**src/rtl/tlb_pkg.sv**
```systemverilog
package tlb_pkg;
  localparam int ADDR_W  = 32;
  localparam int PID_W   = 8;
  localparam int SIZE_W  = 3;
  localparam int MIN_OFF = 10;
  localparam int EPN_W   = ADDR_W - MIN_OFF;

  typedef struct packed {
    logic               valid;
    logic [EPN_W-1:0]   epn;
    logic [SIZE_W-1:0]  size;
    logic [PID_W-1:0]   tid;
    logic [EPN_W-1:0]   rpn;
  } tlbEntry_t;

  // strobes from control to datapath
  typedef struct packed {
    logic scanStart;
    logic scanStep;
    logic ownerD;
    logic iTakeShadow;
    logic dTakeShadow;
    logic iTakeScan;
    logic dTakeScan;
  } tlbCtrl_t;

  // status from datapath to control
  typedef struct packed {
    logic iShadowHit;
    logic dShadowHit;
    logic scanHit;
    logic scanLast;
  } tlbStat_t;

  function automatic logic [ADDR_W-1:0] offMask(logic [SIZE_W-1:0] sz);
    logic [ADDR_W-1:0] one;
    one = 1;
    return (one << (MIN_OFF + 2 * int'(sz))) - one;
  endfunction

  function automatic logic entryHit(tlbEntry_t e, logic [ADDR_W-1:0] va,
                                    logic [PID_W-1:0] pid);
    logic [ADDR_W-1:0] keep;
    keep = ~offMask(e.size);
    return e.valid
        && ((({e.epn, {MIN_OFF{1'b0}}} ^ va) & keep) == '0)
        && ((e.tid == '0) || (e.tid == pid));
  endfunction

  function automatic logic [ADDR_W-1:0] pageXlate(tlbEntry_t e, logic [ADDR_W-1:0] va);
    logic [ADDR_W-1:0] low;
    low = offMask(e.size);
    return ({e.rpn, {MIN_OFF{1'b0}}} & ~low) | (va & low);
  endfunction
endpackage

```
**src/rtl/tlb_shadow.sv**
```systemverilog
module tlb_shadow
  import tlb_pkg::*;
#(
  parameter int DEPTH = 4
) (
  input  logic              clk,
  input  logic              rstN,
  input  logic              inval,
  input  logic [ADDR_W-1:0] va,
  input  logic [PID_W-1:0]  pid,
  output logic              hit,
  output logic [ADDR_W-1:0] pa,
  input  logic              refill,
  input  tlbEntry_t         refillEntry
);
  localparam int IDX_W = (DEPTH > 1) ? $clog2(DEPTH) : 1;

  tlbEntry_t        ent [DEPTH];
  logic [IDX_W-1:0] rrPtr;
  logic [DEPTH-1:0] validVec;

  // parallel compare of all entries, lowest index wins
  always_comb begin
    hit = 1'b0;
    pa  = '0;
    for (int i = DEPTH - 1; i >= 0; i--) begin
      if (entryHit(ent[i], va, pid)) begin
        hit = 1'b1;
        pa  = pageXlate(ent[i], va);
      end
    end
  end

  always_comb begin
    for (int i = 0; i < DEPTH; i++) validVec[i] = ent[i].valid;
  end

  always_ff @(posedge clk) begin
    if (!rstN) begin
      for (int i = 0; i < DEPTH; i++) ent[i] <= '0;
      rrPtr <= '0;
    end else if (inval) begin
      for (int i = 0; i < DEPTH; i++) ent[i].valid <= 1'b0;
    end else if (refill) begin
      ent[rrPtr] <= refillEntry;
      if (int'(rrPtr) == DEPTH - 1) rrPtr <= '0;
      else rrPtr <= rrPtr + 1'b1;
    end
  end


  inval_clear_chk: assert property (@(posedge clk) disable iff (!rstN)
    inval |=> (validVec == '0));


  refill_valid_chk: assert property (@(posedge clk) disable iff (!rstN)
    (refill && !inval && refillEntry.valid) |=> ($countones(validVec) >= 1));
endmodule

```
**src/rtl/tlb_datapath.sv**
```systemverilog
module tlb_datapath
  import tlb_pkg::*;
#(
  parameter int SHADOW_DEPTH = 4,
  parameter int UTLB_DEPTH   = 32
) (
  input  logic              clk,
  input  logic              rstN,
  input  tlbCtrl_t          ctrl,
  output tlbStat_t          stat,
  input  logic              shadowInval,
  input  logic [ADDR_W-1:0] iVaddr,
  input  logic [PID_W-1:0]  iPid,
  input  logic [ADDR_W-1:0] dVaddr,
  input  logic [PID_W-1:0]  dPid,
  input  logic              wrEn,
  input  logic [$clog2(UTLB_DEPTH)-1:0] wrIdx,
  input  tlbEntry_t         wrEntry,
  output logic [ADDR_W-1:0] iPaddr,
  output logic [ADDR_W-1:0] dPaddr
);
  localparam int UIDX_W = $clog2(UTLB_DEPTH);

  tlbEntry_t         utlb [UTLB_DEPTH];
  logic [UIDX_W-1:0] scanPtr;
  tlbEntry_t         scanEntry;
  logic [ADDR_W-1:0] scanVa;
  logic [PID_W-1:0]  scanPid;
  logic [ADDR_W-1:0] scanPa;
  logic [ADDR_W-1:0] iShadowPa;
  logic [ADDR_W-1:0] dShadowPa;
  logic              iShadowHit;
  logic              dShadowHit;

  tlb_shadow #(.DEPTH(SHADOW_DEPTH)) u_iShadow (
    .clk(clk), .rstN(rstN), .inval(shadowInval),
    .va(iVaddr), .pid(iPid), .hit(iShadowHit), .pa(iShadowPa),
    .refill(ctrl.iTakeScan), .refillEntry(scanEntry)
  );

  tlb_shadow #(.DEPTH(SHADOW_DEPTH)) u_dShadow (
    .clk(clk), .rstN(rstN), .inval(shadowInval),
    .va(dVaddr), .pid(dPid), .hit(dShadowHit), .pa(dShadowPa),
    .refill(ctrl.dTakeScan), .refillEntry(scanEntry)
  );

  // unified storage and write port
  always_ff @(posedge clk) begin
    if (!rstN) begin
      for (int i = 0; i < UTLB_DEPTH; i++) utlb[i] <= '0;
    end else if (wrEn && (int'(wrIdx) < UTLB_DEPTH)) begin
      utlb[wrIdx] <= wrEntry;
    end
  end

  // sequential walk pointer
  always_ff @(posedge clk) begin
    if (!rstN) scanPtr <= '0;
    else if (ctrl.scanStart) scanPtr <= '0;
    else if (ctrl.scanStep) scanPtr <= scanPtr + 1'b1;
  end

  assign scanEntry = utlb[scanPtr];
  assign scanVa    = ctrl.ownerD ? dVaddr : iVaddr;
  assign scanPid   = ctrl.ownerD ? dPid : iPid;
  assign scanPa    = pageXlate(scanEntry, scanVa);

  always_comb begin
    stat.iShadowHit = iShadowHit;
    stat.dShadowHit = dShadowHit;
    stat.scanHit    = entryHit(scanEntry, scanVa, scanPid);
    stat.scanLast   = (int'(scanPtr) == UTLB_DEPTH - 1);
  end

  // result address registers
  always_ff @(posedge clk) begin
    if (!rstN) begin
      iPaddr <= '0;
      dPaddr <= '0;
    end else begin
      if (ctrl.iTakeShadow) iPaddr <= iShadowPa;
      else if (ctrl.iTakeScan) iPaddr <= scanPa;
      if (ctrl.dTakeShadow) dPaddr <= dShadowPa;
      else if (ctrl.dTakeScan) dPaddr <= scanPa;
    end
  end


  refill_on_hit_chk: assert property (@(posedge clk) disable iff (!rstN)
    (ctrl.iTakeScan || ctrl.dTakeScan) |-> stat.scanHit);


  no_step_past_end_chk: assert property (@(posedge clk) disable iff (!rstN)
    ctrl.scanStep |-> !stat.scanLast);
endmodule

```
**src/rtl/tlb_control.sv**
```systemverilog
module tlb_control
  import tlb_pkg::*;
#(
  parameter int UTLB_DEPTH = 32
) (
  input  logic     clk,
  input  logic     rstN,
  input  logic     iReq,
  input  logic     dReq,
  input  tlbStat_t stat,
  output tlbCtrl_t ctrl,
  output logic     iDone,
  output logic     iHit,
  output logic     iMiss,
  output logic     dDone,
  output logic     dHit,
  output logic     dMiss
);
  localparam int CNT_W = $clog2(UTLB_DEPTH + 2);

  typedef enum logic {U_IDLE, U_SCAN} uState_t;

  uState_t    uState;
  logic       ownerQ;
  logic       iWait;
  logic       dWait;
  logic       iWant;
  logic       dWant;
  logic       grantI;
  logic       grantD;
  logic       scanning;
  logic       finish;
  logic       iFinish;
  logic       dFinish;
  logic [CNT_W-1:0] scanCycles;

  always_comb begin
    iWant    = iReq && !iWait && !stat.iShadowHit;
    dWant    = dReq && !dWait && !stat.dShadowHit;
    grantD   = (uState == U_IDLE) && dWant;
    grantI   = (uState == U_IDLE) && !dWant && iWant;
    scanning = (uState == U_SCAN);
    finish   = scanning && (stat.scanHit || stat.scanLast);
    iFinish  = finish && !ownerQ;
    dFinish  = finish && ownerQ;

    ctrl.scanStart   = grantD || grantI;
    ctrl.scanStep    = scanning && !finish;
    ctrl.ownerD      = ownerQ;
    ctrl.iTakeShadow = iReq && !iWait && stat.iShadowHit;
    ctrl.dTakeShadow = dReq && !dWait && stat.dShadowHit;
    ctrl.iTakeScan   = iFinish && stat.scanHit;
    ctrl.dTakeScan   = dFinish && stat.scanHit;
  end

  always_ff @(posedge clk) begin
    if (!rstN) begin
      uState <= U_IDLE;
      ownerQ <= 1'b0;
      iWait  <= 1'b0;
      dWait  <= 1'b0;
    end else begin
      case (uState)
        U_IDLE: if (grantD || grantI) begin
          uState <= U_SCAN;
          ownerQ <= grantD;
        end
        U_SCAN: if (finish) uState <= U_IDLE;
        default: uState <= U_IDLE;
      endcase
      if (grantI) iWait <= 1'b1;
      else if (iFinish) iWait <= 1'b0;
      if (grantD) dWait <= 1'b1;
      else if (dFinish) dWait <= 1'b0;
    end
  end

  always_ff @(posedge clk) begin
    if (!rstN) begin
      iDone <= 1'b0; iHit <= 1'b0; iMiss <= 1'b0;
      dDone <= 1'b0; dHit <= 1'b0; dMiss <= 1'b0;
    end else begin
      iDone <= ctrl.iTakeShadow || iFinish;
      iHit  <= ctrl.iTakeShadow || ctrl.iTakeScan;
      iMiss <= iFinish && !stat.scanHit;
      dDone <= ctrl.dTakeShadow || dFinish;
      dHit  <= ctrl.dTakeShadow || ctrl.dTakeScan;
      dMiss <= dFinish && !stat.scanHit;
    end
  end

  // walk length monitor
  always_ff @(posedge clk) begin
    if (!rstN) scanCycles <= '0;
    else if (scanning) scanCycles <= scanCycles + 1'b1;
    else scanCycles <= '0;
  end


  walk_bound_chk: assert property (@(posedge clk) disable iff (!rstN)
    scanning |-> (int'(scanCycles) < UTLB_DEPTH));


  data_first_chk: assert property (@(posedge clk) disable iff (!rstN)
    ((uState == U_IDLE) && dWant && iWant) |=> (dWait && !iWait));


  single_owner_chk: assert property (@(posedge clk) disable iff (!rstN)
    $onehot0({iWait, dWait}));


  i_result_chk: assert property (@(posedge clk) disable iff (!rstN)
    iDone ? (iHit != iMiss) : (!iHit && !iMiss));


  d_result_chk: assert property (@(posedge clk) disable iff (!rstN)
    dDone ? (dHit != dMiss) : (!dHit && !dMiss));


  i_done_req_chk: assert property (@(posedge clk) disable iff (!rstN)
    iDone |-> $past(iReq));


  d_done_req_chk: assert property (@(posedge clk) disable iff (!rstN)
    dDone |-> $past(dReq));
endmodule

```
**src/rtl/two_level_tlb.sv**
```systemverilog
module two_level_tlb
  import tlb_pkg::*;
#(
  parameter int SHADOW_DEPTH = 4,
  parameter int UTLB_DEPTH   = 32,
  localparam int UIDX_W      = $clog2(UTLB_DEPTH)
) (
  input  logic               clk,
  input  logic               rstN,
  input  logic               iReq,
  input  logic [ADDR_W-1:0]  iVaddr,
  input  logic [PID_W-1:0]   iPid,
  output logic               iDone,
  output logic               iHit,
  output logic               iMiss,
  output logic [ADDR_W-1:0]  iPaddr,
  input  logic               dReq,
  input  logic [ADDR_W-1:0]  dVaddr,
  input  logic [PID_W-1:0]   dPid,
  output logic               dDone,
  output logic               dHit,
  output logic               dMiss,
  output logic [ADDR_W-1:0]  dPaddr,
  input  logic               shadowInval,
  input  logic               utlbWrEn,
  input  logic [UIDX_W-1:0]  utlbWrIdx,
  input  logic               utlbWrValid,
  input  logic [EPN_W-1:0]   utlbWrEpn,
  input  logic [SIZE_W-1:0]  utlbWrSize,
  input  logic [PID_W-1:0]   utlbWrTid,
  input  logic [EPN_W-1:0]   utlbWrRpn
);
  tlbCtrl_t  ctrl;
  tlbStat_t  stat;
  tlbEntry_t wrEntry;

  always_comb begin
    wrEntry.valid = utlbWrValid;
    wrEntry.epn   = utlbWrEpn;
    wrEntry.size  = utlbWrSize;
    wrEntry.tid   = utlbWrTid;
    wrEntry.rpn   = utlbWrRpn;
  end

  tlb_control #(.UTLB_DEPTH(UTLB_DEPTH)) u_control (
    .clk(clk), .rstN(rstN), .iReq(iReq), .dReq(dReq),
    .stat(stat), .ctrl(ctrl),
    .iDone(iDone), .iHit(iHit), .iMiss(iMiss),
    .dDone(dDone), .dHit(dHit), .dMiss(dMiss)
  );

  tlb_datapath #(.SHADOW_DEPTH(SHADOW_DEPTH), .UTLB_DEPTH(UTLB_DEPTH)) u_datapath (
    .clk(clk), .rstN(rstN), .ctrl(ctrl), .stat(stat),
    .shadowInval(shadowInval),
    .iVaddr(iVaddr), .iPid(iPid), .dVaddr(dVaddr), .dPid(dPid),
    .wrEn(utlbWrEn), .wrIdx(utlbWrIdx), .wrEntry(wrEntry),
    .iPaddr(iPaddr), .dPaddr(dPaddr)
  );
endmodule

```
**config.mk**
```make
export PLATFORM = sky130hd
export DESIGN_NAME = two_level_tlb
export DESIGN_NICKNAME = d
export VERILOG_FILES = /design/src/rtl/tlb_pkg.sv /design/src/rtl/tlb_shadow.sv /design/src/rtl/tlb_datapath.sv /design/src/rtl/tlb_control.sv /design/src/rtl/two_level_tlb.sv
export SDC_FILE = /design/constraint.sdc
export NUM_CORES = 2
export LEC_CHECK = 0
export ABC_AREA = 1
export BUFFER_PORTS_ARGS = -buffer_cell sky130_fd_sc_hd__clkbuf_2
export CORE_MARGIN = 2
export CORE_UTILIZATION = 35
export DETAILED_ROUTE_END_ITERATION = 6
export PLACE_DENSITY_LB_ADDON = 0.05
export SYNTH_ARGS = -nofsm -noshare
export SYNTH_HDL_FRONTEND = slang
export SYNTH_SLANG_ARGS = --single-unit
```
**constraint.sdc**
```tcl
create_clock -name clk -period 9.8 [get_ports clk]
set_input_delay 1.96 -clock clk [delete_from_list [all_inputs] [get_ports clk]]
set_output_delay 1.96 -clock clk [all_outputs]
set_load 0.005 [all_outputs]
```
==> flow_metrics.tcl <==
set metrics [dict create \
    status "complete, no violations" \
    crit_fanout 125 \
    syn_area_sq_mm 0.1095 \
    holdBufCountCts 0 \
    ys_warn_count 0 \
    crit_path_start_kind "flop" \
    synth_top_family_by_area "simple AND/OR/NAND/NOR gates" \
    drv_slew 0 \
    vias 88429 \
    clk_latency_ns 0.92 \
    antenna_found_initial 21 \
    pre_cts_slack_ns 2.172 \
    place.gp.congestion 0.9362 \
    dr.pass1.iters 6 \
    yosys.area_share.simple_pct 24.76 \
    track_usage_pct 30.09 \
    rows 205 \
    worstPathRequired_ns 10.36 \
    ys_top_cells_by_area "edfxtp_1, nor2_1, nand2_1" \
    clock.fmax_ghz 0.1379 \
    endpoint_kind "flop" \
    ant_nets 0 \
    fin_area_sq_mm 0.1232 \
    die-height_um 563.4 \
    clock-sinks 2328 \
    synthMuxAreaShare_pct 0.1497 \
    drt_wl_total_um 487700 \
    dr.first_iter.drc_count 11320 \
    gr-total-overflow 0 \
    fin_ws_ns 2.548 \
    place_area_sq_mm 0.1145 \
    wl_per_cell_um 31.10 \
    arrival_ns 7.81 \
    ys_types 59 \
    finalClockSkew_ns 0.05629 \
    synth_xor_area_share_pct 1.088 \
    crit_type "reg -> reg" \
    setup_violations 0 \
    total_power_w 0.02470 \
    min_period_ns 7.252 \
    finalSetupTns_ns 0 \
    cts_tree "built" \
    synth.avg_cell_area_sq_um 9.520 \
    hold_viol_final 0 \
    cts_root_buffer "clkbuf_16" \
    rsz0062_at_grt "false" \
    die_area_sq_mm 0.3174 \
    peakVddDrop_mv 0.1399 \
    cellLeakagePower_nw 47.69 \
    ys_seq_area_share_pct 63.03 \
    cap_violations 0 \
    netlist_top_cells_count "nor2_1, edfxtp_1, nand2_1" \
    synth_fa_ha_area_share_pct 0.2171 \
    fin_crit_sh_pct 74.00 \
    initial_core_util_pct 35.14 \
    synth_edf_count 2240 \
    route.detailed.drc 0 \
    yosysTopAreaCell "edfxtp_1" \
    utilization_pct 39.52 \
    maxSlewHeadroom_pct 7.343 \
    core_area_sq_mm 0.3116 \
    nets 11482 \
    powerDensity_mw_per_mm2 200.5 \
    cp_slowest_cell "nand2_2" \
    cts_buffer_depth 4 \
    clk_pin_slew_ns 0.06 \
    htree_levels 5 \
    netlist.area_leader.share_pct 61.42 \
    dp_hpwl_um 283200 \
    worstMarginPinSlew_ns 1.377 \
    portBuffers 216 \
    hold_class "reg -> reg" \
    grt_pass1_vias 84199 \
    numCtsBuffers 281 \
    ys_ff_latch 2328 \
    cpPeakStageDelay_ns 0.81 \
    ys_async_sr_fraction_pct 0 \
    synth_compound_area_share_pct 5.919 \
    viasPerCell 5.639 \
    postCtsSetupRepairBufs 0 \
    grt_max_degree 164 \
    die_x_um 563.4 \
    layout-drive-gt1-share_pct 8.962 \
    grt_pass1_wl_um 676400 \
    cts.repair.resized 0 \
    yosysMostFrequentCell "nor2_1" \
    cp_common_cell "nand2_1" \
    syn_inst 11504 \
    io_pins 217 \
    synthToLayoutAreaGrowth_pct 12.47 \
    synthFlopType "edfxtp_1" \
]
per-stage QoR:
step / cells / hold WS, ns
2_1_floorplan: 11521 / 0.4414
3_3_place_gp: 15172 / 0.4579
3_5_place_dp: 15173 / 0.4664
4_1_cts: 15667 / 0.4766
5_1_grt: 15677 / 0.5078
6_report: 15681 / 0.4789
power by group:
group,leakage (nW),switching (W),internal [W],total [W]
Sequential,22.0,0.000180,0.0114,0.0116
Combinational,21.4,0.00226,0.000600,0.00286
Clock,4.23,0.00440,0.00586,0.0103
state kept, by name, summed over array words and instances, names as in the netlist, 2 cells and up, named ones only:
| register | count |
|---|---|
| u_datapath.dPaddr | 32 |
| u_datapath.iPaddr | 32 |
| u_datapath.scanPtr | 5 |
| u_datapath.u_dShadow.ent | 224 |
| u_datapath.u_dShadow.rrPtr | 2 |
| u_datapath.u_iShadow.ent | 224 |
| u_datapath.u_iShadow.rrPtr | 2 |
| u_datapath.utlb | 1792 |
routing by layer:
metal	track usage [%]	wire [um]	part of all wire (%)	vias up
met5	0	27	0.0055	-
met4	10.02	17590	3.6	4
met3	4.019	37060	7.6	714
met2	47.60	222200	46	4136
met1	42.48	210800	43	45031
li1	-	-	-	38544
logic make-up (layout without fill, tap and decap cells):
logic type                 Yosys count  count (layout)
AOI/OAI and AO/OA                 1109            1109
xor gates and xnor gates           136             136
adders and majority gates           19              19
buffers and inverters             1275            1281
DFF                               2328            2328
muxes                               15              15
other                                1              32
and+or+nand+nor                   6621            6621
path summary, 6_finish.rpt:
check / startpoint / endpoint / slack (ns) / cells after the start
worst max register to register: flop / u_datapath.u_iShadow.ent[3][53] / 2.55 / 25
worst min-delay path: u_control.iWait / u_control.iWait / 0.48 / 2
worst max-delay path: flop / u_datapath.u_iShadow.ent[3][53] / 2.55 / 25
worst min register to register: u_control.iWait / u_control.iWait / 0.48 / 2
layout make-up:
cell class,instances,area (sq um)
inverters,346,1338
fillers,30956,188500
flip-flops and latches,2328,69050
clock inverters,130,1097
multi-input cells,7918,35840
repair buffers,441,3052
diodes,14,35.03
well taps,4140,5180
clock buffers,364,7586
placed cells by master, fill, tap and decap left out, types with 57 or more instances in the layout:
master / count
nand2_1: 2150
o22ai_1: 63
o221ai_1: 130
buf_4: 203
a21oi_1: 131
or2_2: 85
nand3_1: 1095
clkbuf_2: 215
nand4_1: 74
nand2_4: 64
clkinv_1: 78
xor2_1: 79
dfxtp_1: 82
nor2_1: 2990
edfxtp_1: 2240
xnor2_1: 57
o21ai_0: 649
clkbuf_16: 288
clkbuf_1: 66
inv_1: 327
critical path: cells and delay by family (launching register included):
family / cells / cell delay (ns)
DFF: 1 / 0.49
buffers and inverters: 5 / 2.00
and+or+nand+nor: 20 / 4.02
No activity file was read; power rests on OpenSTA's default activity.
